===== config.mk =====
export PLATFORM = sky130hd
export DESIGN_NAME = xfer_regbank
export DESIGN_NICKNAME = d
export VERILOG_FILES = /design/src/rtl/xfer_regbank_pkg.sv /design/src/rtl/xfer_chan_regs.sv /design/src/rtl/xfer_irq_ctrl.sv /design/src/rtl/xfer_regbank.sv
export SDC_FILE = /design/constraint.sdc
export NUM_CORES = 2
export LEC_CHECK = 0
export BUFFER_PORTS_ARGS = -buffer_cell sky130_fd_sc_hd__buf_2
export CAP_MARGIN = 10
export CORE_ASPECT_RATIO = 1.4
export CORE_MARGIN = 8
export CORE_UTILIZATION = 68
export DETAILED_ROUTE_END_ITERATION = 7
export PLACE_DENSITY = 0.86
export SYNTH_ARGS = -nofsm -noshare
export SYNTH_HDL_FRONTEND = slang
export SYNTH_HIERARCHICAL = 1
export SYNTH_SLANG_ARGS = --single-unit

===== constraint.sdc =====
create_clock -name clk -period 7.8 [get_ports clk]
set_clock_uncertainty 0.2 [all_clocks]
set_input_delay 1.56 -clock clk [delete_from_list [all_inputs] [get_ports clk]]
set_output_delay 1.56 -clock clk [all_outputs]
set_load 0.005 [all_outputs]

===== src/rtl/xfer_regbank_pkg.sv =====
package xfer_regbank_pkg;
  localparam int DW       = 32;
  localparam int CH_W     = 3;
  localparam int RG_W     = 2;
  localparam int MAX_CH   = 7;
  localparam logic [CH_W-1:0] SHARED_SEL = 3'd7;

  // register index inside a channel group
  localparam logic [RG_W-1:0] RG_BASE  = 2'd0;
  localparam logic [RG_W-1:0] RG_COUNT = 2'd1;
  localparam logic [RG_W-1:0] RG_CTRL  = 2'd2;

  // register index inside the shared group
  localparam logic [RG_W-1:0] RG_PRIO  = 2'd0;
  localparam logic [RG_W-1:0] RG_INTR  = 2'd1;
  localparam logic [RG_W-1:0] RG_IDA   = 2'd2;
  localparam logic [RG_W-1:0] RG_IDB   = 2'd3;

  localparam logic [DW-1:0] ID_WORD_A = 32'h7FFA_C68B;
  localparam logic [DW-1:0] ID_WORD_B = 32'h00FF_FFF7;

  // interrupt word field positions
  localparam int IW_LOW_W  = 6;
  localparam int IW_FORCE  = 15;
  localparam int IW_EN_LSB = 16;
  localparam int IW_MASTER = 23;
  localparam int IW_FL_LSB = 24;
  localparam int IW_SUM    = 31;
endpackage


===== src/rtl/xfer_chan_regs.sv =====
module xfer_chan_regs
  import xfer_regbank_pkg::*;
#(
  parameter int BASE_W = 24
) (
  input  logic            clk,
  input  logic            rst,
  input  logic            we,
  input  logic [RG_W-1:0] rg_sel,
  input  logic [DW-1:0]   wdata,
  output logic [DW-1:0]   base_word,
  output logic [DW-1:0]   count_word,
  output logic [DW-1:0]   ctrl_word
);
  logic [BASE_W-1:0] base_q;
  logic [DW-1:0]     count_q;
  logic [DW-1:0]     ctrl_q;

  always_ff @(posedge clk) begin
    if (rst) begin
      base_q  <= '0;
      count_q <= '0;
      ctrl_q  <= '0;
    end else if (we) begin
      case (rg_sel)
        RG_BASE:  base_q  <= wdata[BASE_W-1:0];
        RG_COUNT: count_q <= wdata;
        RG_CTRL:  ctrl_q  <= wdata;
        default:  ;
      endcase
    end
  end

  assign base_word  = {{(DW-BASE_W){1'b0}}, base_q};
  assign count_word = count_q;
  assign ctrl_word  = ctrl_q;
endmodule


===== src/rtl/xfer_irq_ctrl.sv =====
module xfer_irq_ctrl
  import xfer_regbank_pkg::*;
#(
  parameter int NCH = 7
) (
  input  logic           clk,
  input  logic           rst,
  input  logic           we,
  input  logic [DW-1:0]  wdata,
  input  logic [NCH-1:0] done,
  output logic [DW-1:0]  intr_word,
  output logic           irq
);
  localparam int PAD_EN = MAX_CH - NCH;

  logic [IW_LOW_W-1:0] low_q, low_n;
  logic                force_q, force_n;
  logic [NCH-1:0]      en_q, en_n;
  logic                master_q, master_n;
  logic [NCH-1:0]      flag_q, flag_n;
  logic                sum_q, sum_n;
  logic                irq_q;
  logic [NCH-1:0]      clr_bits;

  wire unused_wbits = ^{wdata[IW_FORCE-1:IW_LOW_W], wdata[IW_SUM]};

  always_comb begin
    low_n    = low_q;
    force_n  = force_q;
    en_n     = en_q;
    master_n = master_q;
    clr_bits = '0;
    if (we) begin
      low_n    = wdata[IW_LOW_W-1:0];
      force_n  = wdata[IW_FORCE];
      en_n     = wdata[IW_EN_LSB +: NCH];
      master_n = wdata[IW_MASTER];
      clr_bits = wdata[IW_FL_LSB +: NCH];
    end
    // a completion pulse gated by the stored enable beats a same-cycle clear
    flag_n = (flag_q & ~clr_bits) | (done & en_q);
    sum_n  = force_n | (master_n & |(en_n & flag_n));
  end

  always_ff @(posedge clk) begin
    if (rst) begin
      low_q    <= '0;
      force_q  <= 1'b0;
      en_q     <= '0;
      master_q <= 1'b0;
      flag_q   <= '0;
      sum_q    <= 1'b0;
      irq_q    <= 1'b0;
    end else begin
      low_q    <= low_n;
      force_q  <= force_n;
      en_q     <= en_n;
      master_q <= master_n;
      flag_q   <= flag_n;
      sum_q    <= sum_n;
      irq_q    <= sum_n & ~sum_q;
    end
  end

  generate
    if (PAD_EN > 0) begin : g_pad
      assign intr_word = {sum_q, {PAD_EN{1'b0}}, flag_q, master_q, {PAD_EN{1'b0}}, en_q,
                          force_q, {(IW_FORCE-IW_LOW_W){1'b0}}, low_q};
    end else begin : g_full
      assign intr_word = {sum_q, flag_q, master_q, en_q,
                          force_q, {(IW_FORCE-IW_LOW_W){1'b0}}, low_q};
    end
  endgenerate

  assign irq = irq_q;
endmodule


===== src/rtl/xfer_regbank.sv =====
module xfer_regbank
  import xfer_regbank_pkg::*;
#(
  parameter int NCH    = 7,
  parameter int AW     = 7,
  parameter int BASE_W = 24
) (
  input  logic           clk,
  input  logic           rst,
  input  logic           acc_en,
  input  logic           acc_wr,
  input  logic [AW-1:0]  acc_addr,
  input  logic [DW-1:0]  acc_wdata,
  output logic [DW-1:0]  rd_data,
  input  logic [NCH-1:0] done_pulse,
  output logic           irq_pulse
);
  logic [CH_W-1:0] grp;
  logic [RG_W-1:0] rg;
  logic            wr_acc;
  logic            rd_acc;

  assign grp    = acc_addr[6:4];
  assign rg     = acc_addr[3:2];
  assign wr_acc = acc_en & acc_wr;
  assign rd_acc = acc_en & ~acc_wr;

  wire unused_addr = ^acc_addr[1:0];

  logic [DW-1:0] base_a  [NCH];
  logic [DW-1:0] count_a [NCH];
  logic [DW-1:0] ctrl_a  [NCH];

  genvar gi;
  generate
    for (gi = 0; gi < NCH; gi++) begin : g_ch
      logic ch_we;
      assign ch_we = wr_acc && (grp == gi[CH_W-1:0]);
      xfer_chan_regs #(.BASE_W(BASE_W)) u_ch (
        .clk        (clk),
        .rst        (rst),
        .we         (ch_we),
        .rg_sel     (rg),
        .wdata      (acc_wdata),
        .base_word  (base_a[gi]),
        .count_word (count_a[gi]),
        .ctrl_word  (ctrl_a[gi])
      );
    end
  endgenerate

  logic [DW-1:0] prio_q;
  logic          shared_we;
  logic [DW-1:0] intr_word;

  assign shared_we = wr_acc && (grp == SHARED_SEL);

  always_ff @(posedge clk) begin
    if (rst)                             prio_q <= '0;
    else if (shared_we && rg == RG_PRIO) prio_q <= acc_wdata;
  end

  xfer_irq_ctrl #(.NCH(NCH)) u_irq (
    .clk       (clk),
    .rst       (rst),
    .we        (shared_we && rg == RG_INTR),
    .wdata     (acc_wdata),
    .done      (done_pulse),
    .intr_word (intr_word),
    .irq       (irq_pulse)
  );

  logic [DW-1:0] rd_mux;

  always_comb begin
    rd_mux = '0;
    if (grp == SHARED_SEL) begin
      case (rg)
        RG_PRIO: rd_mux = prio_q;
        RG_INTR: rd_mux = intr_word;
        RG_IDA:  rd_mux = ID_WORD_A;
        default: rd_mux = ID_WORD_B;
      endcase
    end else begin
      for (int i = 0; i < NCH; i++) begin
        if (grp == i[CH_W-1:0]) begin
          case (rg)
            RG_BASE:  rd_mux = base_a[i];
            RG_COUNT: rd_mux = count_a[i];
            RG_CTRL:  rd_mux = ctrl_a[i];
            default:  rd_mux = '0;
          endcase
        end
      end
    end
  end

  always_ff @(posedge clk) begin
    if (rst)         rd_data <= '0;
    else if (rd_acc) rd_data <= rd_mux;
  end
endmodule


== Yosys cells after proc, flatten, opt, wreduce, memory -nomap -nowiden ==
Cells that the tools add are included.

* Output and inout bits: 33
* Flip-flop bits (word level): 704
* Input bits: 50

* Reductions and logical operators: 34
* Muxes and demuxes: 20
* Bitwise operators: 12
* Equal/unequal tests: 9

{| class="wikitable"
|+ Operators with widths
! cell !! count
|-
| case mux 32 bit (3 select lines) || 8
|-
| two-way mux 32 bit || 8
|-
| AND reduction 2 bit || 21
|-
| AND 7 bit || 3
|-
| two-way mux 7 bit || 2
|-
| == test 3 bit (second input constant) || 4
|-
| logical AND 1 bit || 10
|-
| inverter 7 bit || 1
|-
| bitwise OR 7 bit || 1
|-
| OR reduction 7 bit || 1
|-
| == test 3 x 2 -> 1 bit (second input constant) || 2
|-
| AND 1 bit || 4
|-
| == test 3 x 1 -> 1 bit (second input constant) || 1
|-
| logical NOT 3 bit || 1
|-
| == test 2 x 1 -> 1 bit (second input constant) || 1
|-
| == test 2 bit (second input constant) || 1
|-
| logical NOT 2 bit || 1
|-
| two-way mux 1 bit || 2
|-
| inverter 1 bit || 2
|-
| bitwise OR 1 bit || 1
|}

== Depth between registers and ports, before layout ==
* Depth in word-level cells: 12
* Mapped depth: 11
* Gate-level depth less buffers: 6

== Hierarchy ==
The synthesis kept the hierarchy.

{| class="wikitable"
|+ By module, submodules not included
! module !! area each (sq um) !! instances !! cells an instance
|-
| xfer_chan_regs || 3,662.3 || 7 || 334
|-
| xfer_regbank || 9,984.6 || 1 || 1,294
|-
| xfer_irq_ctrl || 1,158.6 || 1 || 134
|}

== Least setup slack after synthesis ==
No wires, ideal clock.

* Path type: input port to flip-flop
* Start: input port acc_addr[3]
* End: register u_irq.irq_q (netlist: u_irq/irq)
* Arrival time: 3.620 ns
* Path slack: 3.845 ns
* Buffers on the path: 6
* Stages on the path: 11
* Required time: 7.465 ns
* Cell sequence: buf_6 > buf_6 > buf_8 > buf_6 > buf_6 > nor4_1 > buf_6 > mux2i_1 > nor2_2 > nor4_1 > a311oi_1

* Longest elaborated chain between the ends: 11

{| class="wikitable"
|+ Ends and longest elaborated chain
! element !! line !! RTL
|-
| start: declaration || xfer_regbank.sv:12 || <nowiki>input logic [AW-1:0] acc_addr,</nowiki>
|-
| == test 2 x 1 -> 1 bit (*) || xfer_regbank.sv:66 || <nowiki>.we (shared_we && rg == RG_INTR),</nowiki>
|-
| logical AND 1 bit (*) || xfer_regbank.sv:66 ||
|-
| two-way mux 7 bit || xfer_irq_ctrl.sv:33 || <nowiki>if (we) begin</nowiki>
|-
| inverter 7 bit || xfer_irq_ctrl.sv:41 || <nowiki>flag_n = (flag_q & ~clr_bits) | (done & en_q);</nowiki>
|-
| AND 7 bit || xfer_irq_ctrl.sv:41 ||
|-
| bitwise OR 7 bit || xfer_irq_ctrl.sv:41 ||
|-
| AND 7 bit || xfer_irq_ctrl.sv:42 || <nowiki>sum_n = force_n | (master_n & |(en_n & flag_n));</nowiki>
|-
| OR reduction 7 bit || xfer_irq_ctrl.sv:42 ||
|-
| AND 1 bit || xfer_irq_ctrl.sv:42 ||
|-
| bitwise OR 1 bit (*) || xfer_irq_ctrl.sv:42 ||
|-
| AND 1 bit (*) || xfer_irq_ctrl.sv:61 || <nowiki>irq_q <= sum_n & ~sum_q;</nowiki>
|-
| end signal: assignment || xfer_irq_ctrl.sv:61 ||
|-
| end: declaration || xfer_irq_ctrl.sv:22 || <nowiki>logic irq_q;</nowiki>
|}

Every way passes the cells marked *; elsewhere a longest branch is shown, timed or not.
A chain may end at the register's enable or synchronous reset.

== Worst setup path after layout ==
* Start: input port acc_addr[5]
* End: register g_ch[3].u_ch.count_q[26]

* Longest elaborated chain between the ends: 3

{| class="wikitable"
|+ Ends and longest elaborated chain
! element !! line !! RTL
|-
| == test 3 x 2 -> 1 bit || xfer_regbank.sv:38 || <nowiki>assign ch_we = wr_acc && (grp == gi[CH_W-1:0]);</nowiki>
|-
| logical AND 1 bit || xfer_regbank.sv:38 ||
|-
| via g_ch[3].ch_we || xfer_regbank.sv:37 || <nowiki>logic ch_we;</nowiki>
|-
| AND reduction 2 bit (no line) || -- ||
|-
| end signal: assignment || xfer_chan_regs.sv:27 || <nowiki>RG_COUNT: count_q <= wdata;</nowiki>
|-
| end: declaration || xfer_chan_regs.sv:16 || <nowiki>logic [DW-1:0] count_q;</nowiki>
|}

The timed path passes the listed nets, and every way through them passes these cells.

==> results.yml <==
timing:
  fin_tns_setup_ns: 0
  setup_violations: 0
  fin_crit_sh: 0.552
  rsz0062_at_grt: "false"
  final_hold_viol_count: 0
  period_needed_ns: 4.31
  layout_setup_ws_ns: 3.49
  worst_slew_pin_slew_ns: 1.27
  clock.fmax_mhz: 232
  slew_viol_final: 0
  slew_headroom: 0.155
detailed_routing:
  remaining_drc_errors: 0
  wirelength_microns: 99000
  via_per_inst: 6.20
  detail-route-antenna-nets: 0
  drt_pass1_iterations: 5
  top_layer: "met5"
  drt_iter0_markers: 2785
  detail_route.wl_per_cell_microns: 22.4
  wl_met1_microns: 37800
  wl_met3_microns: 7190
  wl_met2_microns: 47400
  via_count: 27400
synthesis:
  avgSynthCellArea_sq_um: 9.77
  yosysSeqAreaShare: 0.383
  syn-cell-area_sq_mm: 0.0368
  synthCells: 3766
  async_reset_ff_frac: 0
  ys_ff_latch: 704
  ys_warn_count: 6
  ys_types: 72
  synth_edf_count: 0
  ys.flop_type: "dfxtp_1"
critical_path:
  path_class: "in -> reg"
  path_cells: "buf_2 > buf_4 > and3b_1 > buf_4 > and3_1 > and3b_1 > mux2i_1"
  endpoint: "g_ch[3].u_ch/count_word[26]$_SDFFE_PP0P_"
  required_ns: 8.13
  cp-start-kind: "input port"
  r2r_start: "g_ch[0].u_ch/ctrl_word[3]$_SDFFE_PP0P_"
  crit_arrival_ns: 4.64
  startpoint: "acc_addr[5]"
  cp_slowest_stage_delay_ns: 1.01
  end_kind: "flip-flop"
  rr_worst_depth: 4
  crit_fanout: 37
  r2r-end: "rd_data[3]$_SDFFE_PP0P_"
  r2r_slack_ns: 5.74
  cp_slowest_cell: "and3b_1"
global_routing:
  grt_pass1_vias: 27500
  grt_usage: 0.310
  grt_antenna_before_repair: 14
  grt_pass1_wl_microns: 152000
  grt_max_degree: 298
  grt.overflow.total: 0
floorplan:
  num_rows: 101
  core_sq_mm: 0.0538
  fp.dieH_microns: 291
  dieArea_sq_mm: 0.0619
  die_w_microns: 213
  pin_count: 83
  start_util: 0.683
clock_tree:
  cts_sinks: 704
  clockBufferDepth: 3
  cts.clk_slew.worst_paths_ns: 0.06
  ctsHtreeMaxLevel: 3
  insertion_delay_ns: 0.62
  numCtsBuffers: 69
  hold_buffers: 0
  root_buffer: "clkbuf_16"
  cts_tree: "built"
  cts_setup_buffers: 0
  post_cts_resize_count: 0
final_layout:
  final_cell_area_sq_mm: 0.0385
  nNetsFinal: 3690
  fill_cells: 3981
  drive_above_1_share: 0.0922
  multiInputGateArea_sq_mm: 0.0202
  area_growth_pct: 4.80
  utilization: 0.716
  area.sequential_sq_mm: 0.0141
place:
  hpwl_microns: 60900
  dpl_worst_slack_ns: 2.95
  placed_area_sq_mm: 0.0362
  place_congestion: 0.883
  port_buffers: 80
pwr:
  p_leak_nw: 16.2
  power.density_mw_per_mm2: 201
  ir_drop_v: 0.000174
run:
  drv_cap: 0
worst_hold_path:
  hp-class: "reg -> reg"
run_status:
  status: "finished, final reports clean"
-- report_power, final --
part           internal, mW  switching (mW)  leakage (nW)  total, mW
combinational         0.218           0.396          9.36      0.613
sequential             3.62          0.0173          5.67       3.64
clock                  2.05            1.45          1.15       3.51
total                  5.89            1.87          16.2       7.76
-- cells in the final DEF (no fill, tap or decap), drive strengths merged, types with 11 or more instances in the layout --
cell,netlist,layout
buf,264,139
a2bb2oi,11,11
clkbuf,129,96
a21oi,87,87
o311ai,16,16
inv,9,14
nor2,74,74
nand4,12,12
o21ai,171,171
a21o,24,24
a22oi,53,53
nand2b,867,867
conb,8,65
nand4b,15,15
and2,12,12
nand2,144,144
nor2b,19,19
mux2,56,56
a221oi,29,29
a31oi,30,30
a211o,26,26
mux2i,795,795
dfxtp,704,704
nand3b,48,48
o2bb2ai,48,48
o221ai,12,12
-- state kept, by name, summed over array words and instances (netlist names) --
| register | cells |
|---|---|
| u_irq/en_q | 7 |
| prio_q | 32 |
| u_irq/force_q | 1 |
| rd_data | 32 |
| u_irq/low_q | 6 |
| g_ch.u_ch/base_q | 168 |
| u_irq/master_q | 1 |
| u_irq/irq | 1 |
| u_irq/flag_q | 7 |
| g_ch.u_ch/ctrl_word | 224 |
| g_ch.u_ch/count_word | 224 |
| u_irq/sum_q | 1 |
-- final cells by class --
| type | instances | area share |
|---|---|---|
| multi-input combinational | 2717 | 0.525 |
| timing repair buffer | 139 | 0.0243 |
| sequential | 704 | 0.366 |
| clock buffer | 96 | 0.0517 |
| antenna | 9 | 0.000584 |
| inverter | 9 | 0.000876 |
| tap | 721 | 0.0234 |
| clock inverter | 22 | 0.00883 |
-- metrics by stage --
| step | total power, mW | hold WS [ns] | std cells |
|---|---|---|---|
| after global routing | 7.95 | 0.272 | 4415 |
| final | 7.76 | 0.252 | 4417 |
| after detailed placement | 4.31 | 0.242 | 4290 |
| after floorplan | 4.16 | 0.193 | 3823 |
| after global placement | 4.30 | 0.237 | 4290 |
| after CTS | 7.77 | 0.251 | 4408 |
-- worst max-delay path, delay by kind of cell --
family | cells | cell delay (ns)
buffers and inverters | 3 | 1.11
muxes | 1 | 0.29
and+or+nand+nor | 3 | 1.62
-- routing by layer --
metal / vias to the layer above / global-route usage
li1: 12700 / -
met1: 13300 / 0.356
met2: 1066 / 0.517
met3: 343 / 0.0536
met4: 4 / 0.215
met5: - / 0
-- cell families (layout without fill, tap and decap cells) --
kind of cell	count (synthesis)	after routing	share of synthesized area
DFF	704	704	0.383
and+or+nand+nor	1249	1249	0.205
buffers and inverters	402	266	0.0742
other	8	74	0.000816
AOI/OAI and AO/OA	552	552	0.103
muxes	851	851	0.234
-- Yosys cell counts (all sizes together) (9+ instances only) --
| cell type | count | area, sq um |
|---|---|---|
| nand2b | 867 | 5430 |
| mux2i | 795 | 7960 |
| dfxtp | 704 | 14100 |
| buf | 264 | 2210 |
| o21ai | 171 | 856 |
| nand2 | 144 | 541 |
| clkbuf | 129 | 489 |
| a21oi | 87 | 480 |
| nor2 | 74 | 280 |
| mux2 | 56 | 631 |
| a22oi | 53 | 398 |
| nand3b | 48 | 385 |
| o2bb2ai | 48 | 420 |
| a31oi | 30 | 188 |
| a221oi | 29 | 298 |
| a211o | 26 | 228 |
| a21o | 24 | 180 |
| nor2b | 19 | 126 |
| o311ai | 16 | 140 |
| nand4b | 15 | 131 |
| and2 | 12 | 75.1 |
| nand4 | 12 | 75.1 |
| o221ai | 12 | 105 |
| a2bb2oi | 11 | 96.3 |
| a31o | 10 | 87.6 |
| o21a | 10 | 75.1 |
| and3b | 9 | 78.8 |
| inv | 9 | 33.8 |
| or4 | 9 | 67.6 |
-- how the worst min path moves through the flow --
stage,slack (ns),depth (start not counted),start,endpoint
floorplan,0.19,1,u_irq/sum_q$_SDFF_PP0_,u_irq/irq$_SDFF_PP0_
global placement,0.24,2,prio_q[15]$_SDFFE_PP0P_,prio_q[15]$_SDFFE_PP0P_
detailed placement,0.24,2,prio_q[10]$_SDFFE_PP0P_,prio_q[10]$_SDFFE_PP0P_
CTS,0.25,2,prio_q[10]$_SDFFE_PP0P_,prio_q[10]$_SDFFE_PP0P_
global route,0.27,2,prio_q[10]$_SDFFE_PP0P_,prio_q[10]$_SDFFE_PP0P_
finish,0.25,2,prio_q[22]$_SDFFE_PP0P_,prio_q[22]$_SDFFE_PP0P_
Power figures use the tool's default switching activity.
